==> config.mk <==
export PLATFORM = sky130hd
export DESIGN_NAME = tdm_mem_seq
export DESIGN_NICKNAME = d
export VERILOG_FILES = /design/src/rtl/tdm_seq_pkg.sv /design/src/rtl/tdm_slot_timer.sv /design/src/rtl/tdm_burst_plan.sv /design/src/rtl/tdm_strobe_gen.sv /design/src/rtl/tdm_mem_seq.sv
export SDC_FILE = /design/constraint.sdc
export NUM_CORES = 1
export LEC_CHECK = 0
export BUFFER_PORTS_ARGS = -buffer_cell sky130_fd_sc_hd__buf_2
export CAP_MARGIN = 0
export CORE_MARGIN = 10
export CORE_UTILIZATION = 45
export DETAILED_ROUTE_END_ITERATION = 8
export PLACE_DENSITY = 0.69
export SLEW_MARGIN = 20
export SYNTH_ARGS = -nofsm -noshare
export SYNTH_HDL_FRONTEND = slang
export SYNTH_SLANG_ARGS = --single-unit
==> constraint.sdc <==
create_clock -name clk -period 5.3 [get_ports clk]
set_input_delay 1.325 -clock clk [delete_from_list [all_inputs] [get_ports clk]]
set_output_delay 1.325 -clock clk [all_outputs]
set_load 0.005 [all_outputs]
==> src/rtl/tdm_seq_pkg.sv <==
package tdm_seq_pkg;
  // Kind of RAM access in progress; the code values appear on acc_kind_o.
  typedef enum logic [1:0] {
    KIND_IDLE = 2'd0,
    KIND_DATA = 2'd1,
    KIND_DESC = 2'd2,
    KIND_ATTN = 2'd3
  } acc_kind_e;
endpackage

==> src/rtl/tdm_slot_timer.sv <==
// Half-slot cycle counter, direction and channel number.
module tdm_slot_timer #(
  parameter int NUM_CH   = 32,
  parameter int HALF_CYC = 32,
  localparam int CHW = $clog2(NUM_CH),
  localparam int CW  = $clog2(HALF_CYC)
) (
  input  logic           clk,
  input  logic           rst_n,
  output logic [CW-1:0]  cyc_o,
  output logic           rx_half_o,
  output logic [CHW-1:0] chan_o,
  output logic           half_end_o
);
  logic [CW-1:0]  cyc_q;
  logic           rx_q;
  logic [CHW-1:0] chan_q;

  assign half_end_o = (cyc_q == CW'(HALF_CYC - 1));

  always_ff @(posedge clk) begin
    if (!rst_n) begin
      cyc_q  <= '0;
      rx_q   <= 1'b0;
      chan_q <= '0;
    end else if (half_end_o) begin
      cyc_q <= '0;
      rx_q  <= ~rx_q;
      if (rx_q) chan_q <= (chan_q == CHW'(NUM_CH - 1)) ? '0 : chan_q + 1'b1;
    end else begin
      cyc_q <= cyc_q + 1'b1;
    end
  end

  assign cyc_o     = cyc_q;
  assign rx_half_o = rx_q;
  assign chan_o    = chan_q;
endmodule

==> src/rtl/tdm_burst_plan.sv <==
// Latches the per-half requests and maps the access index to its kind.
module tdm_burst_plan
  import tdm_seq_pkg::*;
(
  input  logic       clk,
  input  logic       rst_n,
  input  logic       half_end_i,
  input  logic       attn_i,
  input  logic       desc_i,
  input  logic [1:0] idx_i,
  output logic [1:0] n_acc_o,
  output acc_kind_e  kind_o
);
  logic attn_q, desc_q;

  always_ff @(posedge clk) begin
    if (!rst_n) begin
      attn_q <= 1'b0;
      desc_q <= 1'b0;
    end else if (half_end_i) begin
      attn_q <= attn_i;
      desc_q <= desc_i;
    end
  end

  assign n_acc_o = 2'd1 + {1'b0, attn_q} + {1'b0, desc_q};

  // Order: attention, then descriptor, then data.
  always_comb begin
    kind_o = KIND_DATA;
    if (attn_q) begin
      if (idx_i == 2'd0)                 kind_o = KIND_ATTN;
      else if (idx_i == 2'd1 && desc_q)  kind_o = KIND_DESC;
    end else if (desc_q && idx_i == 2'd0) begin
      kind_o = KIND_DESC;
    end
  end
endmodule

==> src/rtl/tdm_strobe_gen.sv <==
// Burst sequencing and registered strobe outputs.
module tdm_strobe_gen
  import tdm_seq_pkg::*;
#(
  parameter int NUM_CH    = 32,
  parameter int HALF_CYC  = 32,
  parameter int DMD_LEAD  = 4,
  parameter int ACC_START = 12,
  parameter int AS_CYC    = 2,
  parameter int STB_CYC   = 3,
  parameter int ACC_CYC   = 6,
  localparam int CHW = $clog2(NUM_CH),
  localparam int CW  = $clog2(HALF_CYC),
  localparam int PW  = $clog2(ACC_CYC)
) (
  input  logic           clk,
  input  logic           rst_n,
  input  logic [CW-1:0]  cyc_i,
  input  logic           rx_half_i,
  input  logic [CHW-1:0] chan_i,
  input  logic [1:0]     n_acc_i,
  input  acc_kind_e      kind_i,
  output logic [1:0]     idx_o,
  output logic [CHW-1:0] chan_o,
  output logic           rx_dir_o,
  output logic           demand_o,
  output logic           addr_stb_o,
  output logic           rd_n_o,
  output logic           wr_n_o,
  output logic           sys_acc_o,
  output logic [1:0]     acc_kind_o
);
  logic          busy_q, dmd_q;
  logic [1:0]    idx_q;
  logic [PW-1:0] ph_q;

  always_ff @(posedge clk) begin
    if (!rst_n) begin
      busy_q <= 1'b0;
      dmd_q  <= 1'b0;
      idx_q  <= '0;
      ph_q   <= '0;
    end else begin
      if (cyc_i == CW'(DMD_LEAD - 1)) dmd_q <= 1'b1;
      if (cyc_i == CW'(ACC_START - 1)) begin
        busy_q <= 1'b1;
        idx_q  <= '0;
        ph_q   <= '0;
      end else if (busy_q) begin
        if (ph_q == PW'(ACC_CYC - 1)) begin
          ph_q <= '0;
          if (idx_q == 2'(n_acc_i - 2'd1)) begin
            busy_q <= 1'b0;
            dmd_q  <= 1'b0;
          end else begin
            idx_q <= idx_q + 2'd1;
          end
        end else begin
          ph_q <= ph_q + 1'b1;
        end
      end
    end
  end

  assign idx_o = idx_q;

  logic in_as, in_stb, in_wr, in_sys;
  always_comb begin
    in_as  = busy_q && (ph_q < PW'(AS_CYC));
    in_stb = busy_q && (ph_q >= PW'(AS_CYC)) && (ph_q < PW'(AS_CYC + STB_CYC));
    in_wr  = (kind_i == KIND_DATA) && rx_half_i;
    in_sys = busy_q && (kind_i == KIND_ATTN) && (ph_q < PW'(AS_CYC + STB_CYC));
  end

  // One output flop stage so every pin, including the RAM enable, is glitch-free.
  always_ff @(posedge clk) begin
    if (!rst_n) begin
      chan_o     <= '0;
      rx_dir_o   <= 1'b0;
      demand_o   <= 1'b0;
      addr_stb_o <= 1'b0;
      rd_n_o     <= 1'b1;
      wr_n_o     <= 1'b1;
      sys_acc_o  <= 1'b0;
      acc_kind_o <= KIND_IDLE;
    end else begin
      chan_o     <= chan_i;
      rx_dir_o   <= rx_half_i;
      demand_o   <= dmd_q;
      addr_stb_o <= in_as;
      rd_n_o     <= ~(in_stb && !in_wr);
      wr_n_o     <= ~(in_stb && in_wr);
      sys_acc_o  <= in_sys;
      acc_kind_o <= busy_q ? kind_i : KIND_IDLE;
    end
  end
endmodule

==> src/rtl/tdm_mem_seq.sv <==
// Top: TDM channel memory access sequencer.
module tdm_mem_seq
  import tdm_seq_pkg::*;
#(
  parameter int NUM_CH   = 32,
  parameter int TCLK_DIV = 8,
  parameter int AS_CYC   = 2,
  parameter int STB_CYC  = 3,
  parameter int GAP_CYC  = 1,
  localparam int CHW       = $clog2(NUM_CH),
  localparam int HALF_CYC  = 4 * TCLK_DIV,
  localparam int DMD_LEAD  = TCLK_DIV / 2,
  localparam int ACC_START = DMD_LEAD + TCLK_DIV,
  localparam int ACC_CYC   = AS_CYC + STB_CYC + GAP_CYC,
  localparam int CW        = $clog2(HALF_CYC)
) (
  input  logic           clk,
  input  logic           rst_n,
  input  logic           attn_i,
  input  logic           desc_need_i,
  output logic [CHW-1:0] chan_o,
  output logic           rx_dir_o,
  output logic           demand_o,
  output logic           addr_stb_o,
  output logic           rd_n_o,
  output logic           wr_n_o,
  output logic           sys_acc_o,
  output logic [1:0]     acc_kind_o
);
  logic [CW-1:0]  cyc;
  logic           rx_half, half_end;
  logic [CHW-1:0] chan;
  logic [1:0]     n_acc, idx;
  acc_kind_e      kind;

  tdm_slot_timer #(.NUM_CH(NUM_CH), .HALF_CYC(HALF_CYC)) u_timer (
    .clk(clk), .rst_n(rst_n), .cyc_o(cyc), .rx_half_o(rx_half),
    .chan_o(chan), .half_end_o(half_end)
  );

  tdm_burst_plan u_plan (
    .clk(clk), .rst_n(rst_n), .half_end_i(half_end), .attn_i(attn_i),
    .desc_i(desc_need_i), .idx_i(idx), .n_acc_o(n_acc), .kind_o(kind)
  );

  tdm_strobe_gen #(
    .NUM_CH(NUM_CH), .HALF_CYC(HALF_CYC), .DMD_LEAD(DMD_LEAD),
    .ACC_START(ACC_START), .AS_CYC(AS_CYC), .STB_CYC(STB_CYC), .ACC_CYC(ACC_CYC)
  ) u_strobe (
    .clk(clk), .rst_n(rst_n), .cyc_i(cyc), .rx_half_i(rx_half), .chan_i(chan),
    .n_acc_i(n_acc), .kind_i(kind), .idx_o(idx),
    .chan_o(chan_o), .rx_dir_o(rx_dir_o), .demand_o(demand_o),
    .addr_stb_o(addr_stb_o), .rd_n_o(rd_n_o), .wr_n_o(wr_n_o),
    .sys_acc_o(sys_acc_o), .acc_kind_o(acc_kind_o)
  );
endmodule

==> summary.txt <==
Finish
  • Fillers: 268
  • Layout cell share with drive strength beyond 1: 16.6%
  • N_diodes: 0
  • Non-Filler Instances: 188
  • Finished Cell Area: 1470 um^2
  • Multi-input gate area: 613 um^2
  • Most common cell after layout, fill and taps aside: dfxtp_1
  • Commonest cells after routing, fill and taps aside: dfxtp_1, buf_2, nor2_1, nand3_1, nand2_1
  • Area grow syn2layout: 12.1%
  • Storage cell area: 661 um^2
  • Fin nets: 168
  • Post-layout util: 53.0%

Detailed routing
  • Top routing layer used: met4
  • Vias per cell: 5.22
  • Metal3 WL: 152 um
  • Pre-Repair DR Iteration Count: 4
  • Met1 WL: 1060 um
  • Routed WL per cell: 12.1 um
  • Vias: 982
  • Final routed DRC violation total: 0
  • DRT iter0 DRCs: 29
  • Number of routed nets with antenna violations: 0
  • Drt total wl: 2270 um
  • Met2 wire len: 1040 um

Yosys
  • Number of library cell types mapped by synthesis: 33
  • Yosys warns: 0
  • Mapped Nets: 148
  • Synth Cell Area: 1320 um^2
  • Post-Synthesis Cells: 137
  • Average size of a mapped cell: 9.60 um^2
  • Sequential-to-total area share from yosys stat: 50.2%
  • Yosys reg bits: 33

Floorplan
  • Die Width: 74.1 um
  • Die Area: 5480 um^2
  • IO Pins: 17
  • Die Span Y: 74.1 um
  • Row count: 19
  • Initial core utilization: 47.3%
  • Core ar.: 2780 um^2

Clocking
  • Clk Latency, worst-skew pair: 0.32 ns
  • Post-cts sizing count: 0
  • CTS tree: done
  • TritonCTS Sinks: 33
  • TritonCTS buffer count: 5
  • H-Tree Depth: 2
  • Root buffer cell: clkbuf_4
  • Maximum clock insertion buffer count: 2
  • Clk slew on worst S/H paths: 0.09 ns
  • Post-CTS Hold Fix Bufs: 0
  • Number of setup buffers added after CTS: 0

Critical path
  • Worst path top cell family by delay: flip-flops
  • Slowest-stage cell, CP: dfxtp_1
  • Crit path launch type: flop
  • Crit Path Class: flop to output port
  • Crit-path max FO: 1
  • Crit path buf inv count: 1
  • Crit-path max cell delay: 0.31 ns
  • Worst EP required: 3.97 ns
  • Cell Chain, Critical Path: buf_2
  • CP endpoint kind: output port
  • Data arrival, critical path: 0.75 ns

Placed design
  • DP Area: 1420 um^2
  • GPL Wtd Cong: 0.858
  • DP Worst Slack: 2.96 ns
  • DP Cell Count: 181
  • # port buffers: 16
  • HPWL Detailed: 1730 um

STA
  • WHS: 0.457 ns
  • Slew @ Worst Pin: 0.350 ns
  • Final worst-path cycle share: 39.2%
  • Rel. slew slack: 76.7%
  • RSZ-0062 raised after global routing: no
  • Fin. max-slew vios: 0
  • Final worst slack: 3.22 ns
  • Endpoints failing setup: 0
  • Minimum clock period: 2.08 ns
  • Fmax: 482 MHz
  • Total Neg Setup Slack: 0 ns
  • Final Hold Vio Count: 0
  • Clock Skews: 0.00929 ns

Outcome
  • Status: complete, no violations

Power
  • Overall power: 0.399 mW
  • PwrDens: 271 nW/um^2
  • Leak: 0.635 nW
  • Peak VDD IR: 0.181 mV

Global routing
  • Initial antenna violation count: 0
  • Vias in the first global route: 973
  • Largest net degree at the start of global routing: 17
  • Total GRT Usage: 9.63%
  • GRT overflow: 0
  • First-pass GRT wire length: 4170 um

Worst hold path
  • Hold Crit Class: flop to flop

Run
  • Max cap viols: 0
synthesized netlist by cell type:
library cell	instances	area (um^2)
or3b_2	1	8.76
or2_2	1	6.26
nor4b_1	1	8.76
nor3_1	3	15.0
dfxtp_1	33	661
nor2_1	15	56.3
nand3_1	9	45.0
a31oi_1	1	6.26
nand2b_1	3	18.8
nand4bb_1	1	11.3
inv_1	6	22.5
nand2_2	1	6.26
a221oi_1	1	8.76
o21ai_0	4	20.0
o21ba_2	1	10.0
a22oi_1	1	7.51
mux2i_1	7	70.1
nand4b_1	1	8.76
clkinv_1	1	3.75
and2_1	6	37.5
buf_4	1	7.51
and3_1	2	12.5
o41ai_1	1	8.76
nand2_1	9	33.8
a21oi_1	8	40.0
xor2_1	3	26.3
or4b_1	1	10.0
a21o_1	1	7.51
xnor2_1	3	26.3
or4_1	1	7.51
clkbuf_1	2	7.51
o21a_1	1	7.51
ha_1	7	87.6
final timing paths:
| kind | end | cells past startpoint | slack, ns | start |
|---|---|---|---|---|
| min reg2reg | u_timer.cyc_o[0] | 1 | 0.46 | u_timer.cyc_o[0] |
| max | chan_o[0] | 1 | 3.22 | u_strobe.chan_o[0] |
| max reg2reg | u_timer.chan_o[2] | 6 | 3.31 | u_timer.cyc_o[0] |
| min | u_timer.cyc_o[0] | 1 | 0.46 | u_timer.cyc_o[0] |
flip-flops by register name, indices dropped and copies added, names as in the netlist, 2 cells and up:
name and flops:
u_strobe.acc_kind_o 2, u_strobe.ph_q 3, u_timer.chan_o 5, u_timer.cyc_o 5, u_strobe.idx_o 2, u_strobe.chan_o 5
worst reg2reg max path: cells and delay by family (launching register included):
kind | cells | cell delay (ns)
compound gates | 1 | 0.15
fa+ha+maj | 2 | 0.59
flops | 1 | 0.36
simple gates | 3 | 0.82
cell type report:
cell class | instances | area share [%]
multi-input cells | 94 | 41.6
clock buffers | 7 | 3.74
repair buffers | 16 | 5.43
well taps | 31 | 2.63
inverters | 7 | 1.78
flip-flops and latches | 33 | 44.8
routing by layer:
| layer | up-vias | GRT usage, % |
|---|---|---|
| li1 | 512 | - |
| met1 | 449 | 10.9 |
| met2 | 17 | 15.0 |
| met3 | 4 | 5.05 |
| met4 | 0 | 3.73 |
| met5 | - | 0 |
kinds of logic (layout without fill, tap and decap cells):
group	Yosys count	after routing	synth area share, %
flip-flops	33	33	50.2
multiplexers	7	7	5.33
buffers and inverters	10	30	3.14
XOR/XNOR	6	6	4.00
adder cells (fa/ha/maj)	7	7	6.66
AO/OA/AOI/OAI	19	19	8.85
AND/OR/NAND/NOR	55	55	21.8
report_power, final:
group | switching [mW] | total (mW) | internal (mW)
Combinational | 0.00609 | 0.00992 | 0.00383
Clock | 0.0741 | 0.137 | 0.0625
Sequential | 0.00176 | 0.252 | 0.250
Power figures use the tool's default switching activity.
